`config.mk`:
```
export PLATFORM = sky130hd
export DESIGN_NAME = post_write_buffer
export DESIGN_NICKNAME = d
export VERILOG_FILES = /design/src/rtl/pwb_pkg.sv /design/src/rtl/pwb_fifo.sv /design/src/rtl/pwb_issue.sv /design/src/rtl/pwb_check.sv /design/src/rtl/post_write_buffer.sv
export SDC_FILE = /design/constraint.sdc
export NUM_CORES = 1
export LEC_CHECK = 0
export BUFFER_PORTS_ARGS = -buffer_cell sky130_fd_sc_hd__buf_4
export CAP_MARGIN = 20
export CORE_ASPECT_RATIO = 0.5
export CORE_UTILIZATION = 50
export CTS_BUF_LIST = sky130_fd_sc_hd__clkbuf_8
export DETAILED_ROUTE_END_ITERATION = 8
export GPL_TIMING_DRIVEN = 0
export HOLD_SLACK_MARGIN = 0.06
export PLACE_DENSITY = 0.68
export SETUP_SLACK_MARGIN = 0.05
export SKIP_LAST_GASP = 1
export SYNTH_ARGS = -nofsm -noshare
export SYNTH_HDL_FRONTEND = slang
export SYNTH_HIERARCHICAL = 1
export SYNTH_SLANG_ARGS = --single-unit
```
`constraint.sdc`:
```
create_clock -name clk_i -period 4.5 [get_ports clk_i]
set_input_delay 0.9 -clock clk_i [delete_from_list [all_inputs] [get_ports clk_i]]
set_output_delay 0.9 -clock clk_i [all_outputs]
set_load 0.05 [all_outputs]
```
`src/rtl/pwb_pkg.sv`:
```
package pwb_pkg;
  localparam int BUS_W = 64;
  localparam int NB_W  = 3;

  localparam logic [2:0] TYP_SINGLE = 3'b001;
  localparam logic [2:0] TYP_BLOCK  = 3'b010;

  typedef struct packed {
    logic [BUS_W-1:0] addr;
    logic [BUS_W-1:0] data;
    logic [NB_W-1:0]  nb_m1;
  } ent_t;

  typedef enum logic [1:0] {ST_IDLE, ST_ADDR, ST_DATA} iss_st_e;
endpackage

```
`src/rtl/pwb_fifo.sv`:
```
module pwb_fifo
  import pwb_pkg::*;
#(
  parameter int DEPTH = 4,
  localparam int PW = (DEPTH > 1) ? $clog2(DEPTH) : 1,
  localparam int CW = $clog2(DEPTH + 1)
) (
  input  logic          clk_i,
  input  logic          rst_ni,
  input  logic          push_i,
  input  ent_t          entry_i,
  input  logic          pop_i,
  output ent_t          head_o,
  output logic [CW-1:0] count_o
);
  localparam logic [PW-1:0] LAST_PTR = PW'(DEPTH - 1);

  ent_t          mem_q [DEPTH];
  logic [PW-1:0] wp_q, rp_q;
  logic [CW-1:0] cnt_q;

  always_ff @(posedge clk_i or negedge rst_ni) begin
    if (!rst_ni) begin
      wp_q  <= '0;
      rp_q  <= '0;
      cnt_q <= '0;
    end else begin
      if (push_i) wp_q <= (wp_q == LAST_PTR) ? '0 : wp_q + 1'b1;
      if (pop_i)  rp_q <= (rp_q == LAST_PTR) ? '0 : rp_q + 1'b1;
      case ({push_i, pop_i})
        2'b10:   cnt_q <= cnt_q + 1'b1;
        2'b01:   cnt_q <= cnt_q - 1'b1;
        default: cnt_q <= cnt_q;
      endcase
    end
  end

  always_ff @(posedge clk_i) begin
    if (push_i) mem_q[wp_q] <= entry_i;
  end

  assign head_o  = mem_q[rp_q];
  assign count_o = cnt_q;

  p_no_overflow_r2: assert property (@(posedge clk_i) disable iff (!rst_ni)
    push_i |-> (cnt_q != CW'(DEPTH)));
  p_no_underflow_r3: assert property (@(posedge clk_i) disable iff (!rst_ni)
    pop_i |-> (cnt_q != '0));
endmodule

```
`src/rtl/pwb_issue.sv`:
```
module pwb_issue
  import pwb_pkg::*;
#(
  parameter int DEPTH = 4,
  localparam int CW = $clog2(DEPTH + 1),
  localparam int BW = (DEPTH > 1) ? $clog2(DEPTH) : 1
) (
  input  logic             clk_i,
  input  logic             rst_ni,
  input  logic [CW-1:0]    count_i,
  input  logic             blk_i,
  input  ent_t             head_i,
  input  logic             wr_rdy_i,
  output logic             pop_o,
  output logic             blk_done_o,
  output logic [BUS_W-1:0] ad_o,
  output logic [7:0]       cmd_o,
  output logic             drv_o
);
  localparam logic [BW-1:0] LAST_BEAT = BW'(DEPTH - 1);

  iss_st_e       st_q;
  logic [BW-1:0] beat_q;
  logic          blk_q;
  logic          start, last;

  assign start = (count_i != '0) && (!blk_i || count_i == CW'(DEPTH));
  assign last  = !blk_q || (beat_q == LAST_BEAT);

  always_ff @(posedge clk_i or negedge rst_ni) begin
    if (!rst_ni) begin
      st_q   <= ST_IDLE;
      beat_q <= '0;
      blk_q  <= 1'b0;
    end else begin
      case (st_q)
        ST_IDLE: if (start) begin
          st_q   <= ST_ADDR;
          beat_q <= '0;
          blk_q  <= blk_i;
        end
        ST_ADDR: if (wr_rdy_i) st_q <= ST_DATA;
        ST_DATA: begin
          if (last) st_q <= ST_IDLE;
          else      beat_q <= beat_q + 1'b1;
        end
        default: st_q <= ST_IDLE;
      endcase
    end
  end

  assign pop_o      = (st_q == ST_DATA);
  assign blk_done_o = pop_o && blk_q && last;
  assign drv_o      = (st_q != ST_IDLE);

  always_comb begin
    ad_o  = '0;
    cmd_o = '0;
    case (st_q)
      ST_ADDR: begin
        ad_o  = head_i.addr;
        cmd_o = {1'b0, blk_q ? TYP_BLOCK : TYP_SINGLE, 1'b0,
                 blk_q ? 3'b000 : head_i.nb_m1};
      end
      ST_DATA: begin
        ad_o  = head_i.data;
        cmd_o = {1'b1, 3'b000, last, 3'b000};
      end
      default: ;
    endcase
  end

  p_addr_hold_r5: assert property (@(posedge clk_i) disable iff (!rst_ni)
    (st_q == ST_ADDR && !wr_rdy_i) |=> (st_q == ST_ADDR && $stable(ad_o)));
  p_block_full_r8: assert property (@(posedge clk_i) disable iff (!rst_ni)
    (st_q == ST_ADDR && blk_q) |-> (count_i == CW'(DEPTH)));
  p_data_flow_r10: assert property (@(posedge clk_i) disable iff (!rst_ni)
    (st_q == ST_DATA && !last) |=> (st_q == ST_DATA));
endmodule

```
`src/rtl/pwb_check.sv`:
```
module pwb_check
  import pwb_pkg::*;
#(
  parameter int W = BUS_W,
  localparam int LANES = W / 8
) (
  input  logic [W-1:0]     ad_i,
  input  logic [7:0]       cmd_i,
  output logic [LANES-1:0] chk_o,
  output logic [8:0]       cmd_o
);
  for (genvar g = 0; g < LANES; g++) begin : g_lane
    assign chk_o[g] = ^ad_i[8*g +: 8];
  end
  assign cmd_o = {^cmd_i, cmd_i};
endmodule

```
`src/rtl/post_write_buffer.sv`:
```
module post_write_buffer
  import pwb_pkg::*;
#(
  parameter int DEPTH = 4
) (
  input  logic               clk_i,
  input  logic               rst_ni,
  input  logic               wr_valid_i,
  input  logic               wr_block_i,
  input  logic [BUS_W-1:0]   wr_addr_i,
  input  logic [BUS_W-1:0]   wr_data_i,
  input  logic [NB_W-1:0]    wr_nb_m1_i,
  output logic               wr_stall_o,
  input  logic               wr_rdy_i,
  output logic [BUS_W-1:0]   sys_ad_o,
  output logic [BUS_W/8-1:0] sys_chk_o,
  output logic [8:0]         sys_cmd_o,
  output logic               sys_drv_o
);
  localparam int CW = $clog2(DEPTH + 1);

  ent_t          wr_ent, head;
  logic [CW-1:0] count, ld_cnt_q;
  logic          push, pop, blk_done, lock;
  logic [7:0]    cmd_raw;

  assign lock = (ld_cnt_q != '0);

  always_comb begin
    if (lock)            wr_stall_o = !wr_block_i || (ld_cnt_q == CW'(DEPTH));
    else if (wr_block_i) wr_stall_o = (count != '0);
    else                 wr_stall_o = (count == CW'(DEPTH));
  end

  assign push   = wr_valid_i && !wr_stall_o;
  assign wr_ent = '{addr: wr_addr_i, data: wr_data_i, nb_m1: wr_nb_m1_i};

  // beats of the current line writeback accepted so far
  always_ff @(posedge clk_i or negedge rst_ni) begin
    if (!rst_ni)                  ld_cnt_q <= '0;
    else if (blk_done)            ld_cnt_q <= '0;
    else if (push && wr_block_i)  ld_cnt_q <= ld_cnt_q + 1'b1;
  end

  pwb_fifo #(.DEPTH(DEPTH)) u_fifo (
    .clk_i, .rst_ni, .push_i(push), .entry_i(wr_ent), .pop_i(pop),
    .head_o(head), .count_o(count)
  );

  pwb_issue #(.DEPTH(DEPTH)) u_issue (
    .clk_i, .rst_ni, .count_i(count), .blk_i(lock), .head_i(head),
    .wr_rdy_i, .pop_o(pop), .blk_done_o(blk_done), .ad_o(sys_ad_o),
    .cmd_o(cmd_raw), .drv_o(sys_drv_o)
  );

  pwb_check #(.W(BUS_W)) u_check (
    .ad_i(sys_ad_o), .cmd_i(cmd_raw), .chk_o(sys_chk_o), .cmd_o(sys_cmd_o)
  );

  p_idle_cmd_r1: assert property (@(posedge clk_i) disable iff (!rst_ni)
    !sys_drv_o |-> (sys_cmd_o == 9'd0));
  p_cmd_parity_r7: assert property (@(posedge clk_i) disable iff (!rst_ni)
    sys_drv_o |-> (^sys_cmd_o == 1'b0));
  p_no_single_locked_r9: assert property (@(posedge clk_i) disable iff (!rst_ni)
    (push && !wr_block_i) |-> (ld_cnt_q == '0));
endmodule

```
# After elaboration in Yosys (flattened, before gate mapping)
# Memories as Yosys holds them, arrays and structs flattened.
# Index checks and enable logic that the tools add are counted.
[classes]
add_sub_neg = 6
n_eq_ne = 13
n_mux = 20
n_reduce_logical = 31
[ops]
columns = ["cell", "n"]
rows = [
  ["$pmux W64 S2", 1],
  ["$reduce_xor A8 Y1", 9],
  ["$mux W2", 8],
  ["$pmux W8 S2", 1],
  ["$eq A2 B2 Y1 const B", 5],
  ["$mux W3", 3],
  ["$reduce_bool A2 Y1", 4],
  ["$add A2 B1 Y2 const B", 3],
  ["$add A3 B1 Y3 const B", 2],
  ["$eq A3 B3 Y1 const B", 2],
  ["$pmux W2 S3", 1],
  ["$pmux W3 S2", 1],
  ["$reduce_and A3 Y1", 2],
  ["$reduce_bool A3 Y1", 2],
  ["$logic_and A1 B1 Y1", 5],
  ["$eq A2 B1 Y1 const B", 2],
  ["$logic_not A1 Y1", 4],
  ["$mux W1", 4],
  ["$ne A2 B1 Y1 const B", 2],
  ["$ne A2 B2 Y1 const B", 2],
  ["$pmux W2 S2", 1],
  ["$logic_or A1 B1 Y1", 3],
  ["$sub A3 B1 Y3 const B", 1],
  ["$logic_not A2 Y1", 1],
  ["$reduce_and A2 Y1", 1],
]
[word_totals]
regBits = 15
ram_bits = 524
input_bits = 136
elab_cells = 78
mem_count = 1
[memory_table]
columns = ["name", "words", "word_bits", "read_ports", "rd_ports_with_merged_regs", "wr", "line_no", "text"]
rows = [
  ["u_fifo.mem_q", 4, 131, 1, 0, 1, "pwb_fifo.sv:18", "ent_t mem_q [DEPTH];"],
]

# Depth between registers and ports, before layout
# Gate-level depths: netlist of the first run.
[logic_depth]
word_depth = 8
depth_mapped = 11

# Cells and area by module
# Netlist of the first run, hierarchy kept.
[by_module_without_submodules]
columns = ["mod", "n_inst", "cells_per_inst", "area_per_inst_um2", "seq_area_each_um2"]
rows = [
  ["pwb_fifo", 1, 718, 19283.5, 15910.3],
  ["pwb_issue", 1, 126, 1063.5, 125.1],
  ["pwb_check", 1, 71, 611.8, 0.0],
  ["post_write_buffer", 1, 27, 230.2, 75.1],
]

# Worst setup path after synthesis of the first run
# Ideal clock, no wire load.
[synth_path]
path_type = "input port to flip-flop"
start = "input wr_block_i"
end = "memory u_fifo/mem_q[0][0] (netlist name), enable pin"
t_arrival_ns = 4.935
path_slack_ns = -0.941
stages = 4
path_cell_list = "o21ai_0 a32oi_1 nor2b_1 and2_1"
[synth_via]
elab_chain_len = 7
word_cells_on_any_way = 8
[synth_lines]
columns = ["item", "line_no", "text"]
rows = [
  ["from (decl)", "post_write_buffer.sv:9", "input logic wr_block_i,"],
  ["$logic_not A1 Y1", "post_write_buffer.sv:30", "if (lock) wr_stall_o = !wr_block_i || (ld_cnt_q == CW'(DEPTH));"],
  ["$logic_or A1 B1 Y1", "post_write_buffer.sv:30", ""],
  ["$mux W1 *", "post_write_buffer.sv:30", ""],
  ["via wr_stall_o", "post_write_buffer.sv:13", "output logic wr_stall_o,"],
  ["$logic_not A1 Y1 *", "post_write_buffer.sv:35", "assign push = wr_valid_i && !wr_stall_o;"],
  ["$logic_and A1 B1 Y1 *", "post_write_buffer.sv:35", ""],
  ["via push", "post_write_buffer.sv:24", "logic push, pop, blk_done, lock;"],
  ["$mux W1 *", "pwb_fifo.sv:39", "if (push_i) mem_q[wp_q] <= entry_i;"],
  ["$mux W1 (implied by the code) *", "pwb_fifo.sv:39", ""],
  ["to (decl)", "pwb_fifo.sv:18", ""],
]
# The timed path passes the listed nets; every way through them passes the cells marked *.

# Worst setup path in the final report of the first run
[layout_path]
start = "register u_issue.st_q[0]"
end = "output sys_chk_o[4]"
[layout_via]
elab_chain_len = 3
word_cells_on_any_way = 4
[layout_lines]
columns = ["item", "line_no", "text"]
rows = [
  ["from (decl)", "pwb_issue.sv:22", "iss_st_e st_q;"],
  ["from (signal assigned)", "pwb_issue.sv:32", "st_q <= ST_IDLE;"],
  ["from (signal assigned)", "pwb_issue.sv:38", "st_q <= ST_ADDR;"],
  ["from (signal assigned)", "pwb_issue.sv:42", "ST_ADDR: if (wr_rdy_i) st_q <= ST_DATA;"],
  ["$eq A2 B2 Y1", "--", ""],
  ["via pop", "post_write_buffer.sv:24", ""],
  ["$pmux W64 S2", "pwb_issue.sv:59", "case (st_q)"],
  ["$reduce_xor A8 Y1", "pwb_check.sv:13", "assign chk_o[g] = ^ad_i[8*g +: 8];"],
  ["to (decl)", "post_write_buffer.sv:16", "output logic [BUS_W/8-1:0] sys_chk_o,"],
]
# The timed path passes the listed nets, and every way through them passes these cells.

==> results.py, run 1 <==
metrics = {
    "clock_network": {
        "cts.path.max_buffers": 3,
        "htree_levels": 3,
        "postCtsSetupRepairBufs": 0,
        "cts_resized": 3,
        "clock_latency_ns": 0.62,
        "clockRootBuffer": "clkbuf_8",
        "path_clk_slew_ns": 0.07,
        "ctsHoldBuffers": 0,
        "numCtsBuffers": 74,
        "cts_num_sinks": 539,
        "cts_tree": "yes",
    },
    "detailed_routing": {
        "dr.pass1.iters": 4,
        "drtIter0Drc": 624,
        "drc_errors": 0,
        "via_per_inst": 5.57,
        "ant_nets": 0,
        "vias": 10300,
        "routedWlPerCell_um": 24.2,
        "wl_um": 45000,
    },
    "pwr": {
        "leakage_uw": 0.00863,
        "power_density_nw_per_um2": 701,
        "total_power_uw": 17500,
        "ir_worst_vdd_uv": 884,
    },
    "timing": {
        "fmax_mhz": 233,
        "finalHoldViolations": 0,
        "tightestPinTransition_ns": 0.763,
        "finalMaxSlewViolations": 0,
        "rsz0062_at_grt": "false",
        "finClkSkew_ns": 0.0220,
        "timing.final.crit_share": 0.953,
        "relSlewSlack": 0.492,
        "fin_crit_ns": 4.29,
        "postLayoutSetupSlackWorst_ns": 0.211,
        "setup_viol": 0,
    },
    "global_route": {
        "grt_pass1_wl_um": 67000,
        "grt_antenna_before_repair": 0,
        "grt_overflow_total": 0,
        "grt_pass1_vias": 11000,
        "grt_max_degree": 49,
        "grt_usage": 0.213,
    },
    "worst_setup_path": {
        "arrival_ns": 3.39,
        "reg2reg_from": "ld_cnt_q[0]",
        "worstPathRequired_ns": 3.60,
        "crit_fanout": 10,
        "critPathMaxStageDelay_ns": 0.42,
        "crit_path_top_delay_cell": "dfrtp_1",
        "path_buf_inv": 4,
        "start_kind": "flop",
        "path_cells": "inv_1, ha_2, and2_1, buf_2, buf_2, a22o_1, xor2_1, xnor2_1, xnor2_1, buf_4",
        "cp.depth": 10,
        "end_kind": "output port",
        "r2r_cells": 8,
        "path_class": "reg -> out",
        "regToRegSetupSlack_ns": 1.27,
        "crit_family": "buffers and inverters",
        "rr_endpoint": "u_fifo/mem_q[0][99]",
    },
    "yosys": {
        "synth_nets": 1093,
        "syn_avg_cell_area_um2": 22.5,
        "synth_edf_count": 524,
        "ys_types": 39,
        "synth_area_um2": 21200,
        "synth-seq-area-share": 0.760,
        "synth.largest_area_cell": "edfxtp_1",
        "ys.flop_type": "edfxtp_1",
        "ys_warn_count": 6,
        "synthTopCellsByArea": "edfxtp_1, mux4_2, a22o_1",
        "async_reset_ff_frac": 0.0278,
        "synth_top_area_share": 0.743,
        "ys_ff_latch": 539,
        "netlist_instances": 942,
    },
    "final_layout": {
        "syn_to_final_growth_pct": 18.2,
        "final_area_um2": 25000,
        "layout_common_cells": "edfxtp_1, buf_4, mux4_2, clkbuf_8, a22o_1",
        "multi_input_area_um2": 4700,
        "seqCellArea_um2": 16100,
        "layout-drive-gt1-share": 0.394,
        "finalNetCount": 1395,
        "layout_commonest_cell": "edfxtp_1",
        "utilization": 0.609,
        "antenna_cells": 0,
        "n_fill_cell": 2987,
    },
    "job": {
        "maxCapViolCount": 0,
    },
    "placement": {
        "placed_area_um2": 23800,
        "hpwl_um": 29100,
        "numPortBuffers": 217,
        "gp_congestion": 0.828,
        "pre_cts_slack_ns": 0.726,
    },
    "die": {
        "fp.dieW_um": 293,
        "core_region_area_um2": 41100,
        "row_count": 52,
        "fp.dieH_um": 148,
        "start_util": 0.515,
        "die_area_um2": 43300,
        "io_pins": 219,
    },
    "min_path": {
        "hold_path.class": "in -> async",
    },
    "run_status": {
        "outcome": "completed",
    },
}
layer usage:
layer	global-route usage	share of wire
met1	0.273	0.41
met2	0.372	0.53
met3	0.0429	0.043
met4	0.0581	0.018
met5	0	0
worst register-to-register path: stages (launching register included):
cell	delay, ns
dfrtp_1	0.41
inv_1	0.07
ha_1	0.21
nor2b_1	0.20
a32oi_1	0.15
nor2b_1	0.44
and2_4	0.65
buf_16	0.37
buf_16	0.31
flip-flops by register name (all words and copies together), names as in the netlist:
signal / cells
u_issue/st_q: 2
u_fifo/mem_q: 524
u_issue/beat_q: 2
u_issue/blk_q: 1
u_fifo/rp_q: 2
u_fifo/count_o: 3
ld_cnt_q: 3
u_fifo/wp_q: 2
cells by family after synthesis:
group           count (synthesis)  synth area share
mux                           138             0.143
simple gates                   33           0.00856
flops                         539             0.760
xor+xnor                       66            0.0273
buf+inv                        67            0.0188
fa+ha+maj                      15           0.00921
other cells                     1          0.000177
compound gates                 83            0.0326
metrics by stage:
stage	setup TNS, ns	std cells	hold WS (ns)
finish	0	1855	0.126
global route	0	1855	0.0920
CTS	0	1855	0.0803
detailed placement	0	1735	0.503
global placement	-300.58	1726	0.484
floorplan	0	942	0.470
power breakdown:
part	leakage (uW)	total (uW)	internal (uW)	switching (uW)
Sequential	0.00493	6420	6240	183
Combinational	0.00296	7800	3040	4760
Clock	0.000734	3320	1600	1720
Total	0.00863	17500	10900	6670
worst max path at each step:
stage / startpoint / endpoint / slack, ns
6_report: u_issue/st_q[0] / sys_chk_o[4] / 0.21
5_1_grt: u_issue/st_q[0] / sys_chk_o[3] / 0.05
4_1_cts: u_issue/st_q[0] / sys_chk_o[3] / 0.06
3_5_place_dp: u_fifo/rp_q[1] / sys_chk_o[1] / 0.73
3_3_place_gp: wr_block_i / u_fifo/mem_q[2][9] / -0.59
2_1_floorplan: u_fifo/rp_q[0] / sys_chk_o[1] / 0.46
final cells by class:
type / count / share of cell area
Sequential cell: 539 / 0.643
Multi-Input combinational cell: 336 / 0.188
Timing Repair Buffer: 226 / 0.0744
Clock buffer: 79 / 0.0434
Tap cell: 567 / 0.0283
Buffer: 54 / 0.0143
Clock inverter: 41 / 0.00665
Inverter: 13 / 0.00195
synth_stat cells, drive strengths merged, types with 2 or more instances:
master,count
o21ai,7
and2,9
mux2,6
buf,50
nor2,7
a22o,63
inv,13
or3,2
mux4,131
ha,14
or3b,2
xnor2,56
dfrtp,15
nor2b,5
clkbuf,4
nand2,5
edfxtp,524
xor2,10
a21oi,5
(Power assumes the default switching activity.)
==> inputs of run 2 (changes only) <==
--- a/config.mk
+++ b/config.mk
@@ -16,2 +16,3 @@
 export PLACE_DENSITY = 0.68
+export RECOVER_POWER = 25
 export SETUP_SLACK_MARGIN = 0.05
--- a/constraint.sdc
+++ b/constraint.sdc
@@ -3,2 +3,2 @@
 set_output_delay 0.9 -clock clk_i [all_outputs]
-set_load 0.05 [all_outputs]
+set_load 0.1 [all_outputs]
==> results.py, run 2 (synthesized netlist as in run 1, its figures left out) <==
metrics = {
    "timing": {
        "tightestPinTransition_ns": 0.916,
        "fin_crit_ns": 4.31,
        "timing.final.crit_share": 0.958,
        "finalHoldViolations": 0,
        "finClkSkew_ns": 0.0183,
        "relSlewSlack": 0.390,
        "setup_viol": 0,
        "finalMaxSlewViolations": 0,
        "rsz0062_at_grt": "true",
        "fmax_mhz": 232,
    },
    "worst_setup_path": {
        "worstPathRequired_ns": 3.60,
        "start_kind": "flop",
        "end_kind": "output port",
        "crit_fanout": 10,
        "arrival_ns": 3.41,
        "path_class": "reg -> out",
    },
    "detailed_routing": {
        "ant_nets": 0,
        "via_per_inst": 5.52,
        "vias": 10300,
        "wl_um": 44000,
        "routedWlPerCell_um": 23.5,
        "drtIter0Drc": 715,
        "drc_errors": 0,
        "dr.pass1.iters": 5,
    },
    "clock_network": {
        "numCtsBuffers": 75,
        "ctsHoldBuffers": 0,
        "clockRootBuffer": "clkbuf_8",
        "postCtsSetupRepairBufs": 0,
        "path_clk_slew_ns": 0.06,
        "clock_latency_ns": 0.61,
        "cts.path.max_buffers": 3,
        "cts_tree": "yes",
        "htree_levels": 3,
        "cts_num_sinks": 539,
    },
    "final_layout": {
        "layout_common_cells": "edfxtp_1, buf_4, mux4_2, clkbuf_1, clkbuf_8",
        "finalNetCount": 1395,
        "syn_to_final_growth_pct": 17.5,
        "utilization": 0.606,
        "layout_commonest_cell": "edfxtp_1",
        "largest_reg_flops": 524,
        "regMostFlops": "u_fifo/mem_q",
        "layout-drive-gt1-share": 0.333,
    },
    "global_route": {
        "grt_pass1_wl_um": 66200,
        "grt_overflow_total": 0,
        "grt_antenna_before_repair": 3,
        "grt_usage": 0.209,
        "grt_pass1_vias": 10900,
        "grt_max_degree": 56,
    },
    "placement": {
        "numPortBuffers": 217,
        "gp_congestion": 0.790,
        "hpwl_um": 27700,
    },
    "die": {
        "fp.dieW_um": 293,
        "io_pins": 219,
        "core_region_area_um2": 41100,
        "die_area_um2": 43300,
        "start_util": 0.515,
        "fp.dieH_um": 148,
        "row_count": 52,
    },
    "min_path": {
        "hold_path.class": "in -> async",
    },
    "job": {
        "maxCapViolCount": 0,
    },
    "run_status": {
        "outcome": "completed",
    },
}
[run 2: changes by cell type in the layout (fill, tap and decap cells not counted), moves of 3 or more]
cell	change
xnor2_2	+9
buf_2	-15
clkbuf_4	+12
clkbuf_1	+84
xnor2_1	-9
clkinv_1	+7
buf_4	-83
inv_1	+5
clkinv_2	-3
[run 2: cell type report]
class	instances	area, um2
Clock inverter	51	226
Clock buffer	81	1110
Antenna cell	1	2.50
Sequential cell	539	16100
Inverter	13	48.8
Tap cell	567	709
Fill cell	2957	16200
Timing Repair Buffer	225	1530
Multi-Input combinational cell	336	4770
Buffer	54	398
[run 2: layer usage]
layer	vias up	GRT usage	part of all wire	routed length, um
li1	4541	-	-	-
met1	5447	0.278	0.42	18300
met2	251	0.357	0.52	23000
met3	66	0.0395	0.044	1930
met4	2	0.0565	0.016	722
met5	-	0	0.00025	11
[run 2: what timing repair did]
item                       4_1_cts  5_1_grt
setup endpoints to repair        5        8
pin swaps                        0        0
resized for setup                6       19
[run 2: per-stage QoR]
step                instances  instance area [um2]  setup slack [ns]  hold slack [ns]  TNS [ns]
finish                   1867                24900             0.188            0.405         0
global route             1867                24900           0.00792            0.433         0
CTS                      1866                25200            0.0335            0.107         0
detailed placement       1734                23800             0.686            0.507         0
global placement         1726                23600            -0.644            0.487   -330.35
floorplan                 942                21300             0.228            0.470         0
[run 2: worst max-delay path: stages (launching register included)]
cell and delay, ns:
dfrtp_1 0.40, inv_1 0.11, ha_1 0.36, and2_1 0.14, buf_2 0.27, clkbuf_4 0.37, a22o_1 0.28, xnor2_1 0.10
xnor2_1 0.31, xnor2_2 0.16, buf_4 0.31
[run 2: path summary, 6_finish.rpt]
path	cells past startpoint	slack, ns	to	startpoint
max in group asynchronous	1	3.53	u_fifo/rp_q[0]	rst_ni
worst max register to register	7	1.40	u_fifo/mem_q[2][45]	ld_cnt_q[0]
min in group clk_i	1	0.50	u_fifo/mem_q[0][127]	wr_addr_i[60]
worst max-delay path	10	0.19	sys_chk_o[3]	u_issue/st_q[0]
worst min register to register	1	0.53	ld_cnt_q[2]	ld_cnt_q[2]
worst min-delay path	1	0.40	u_issue/st_q[0]	rst_ni
Power of run 2 is not shown: default switching activity piles up to over one toggle a cycle in this logic, so the estimate is an artifact.
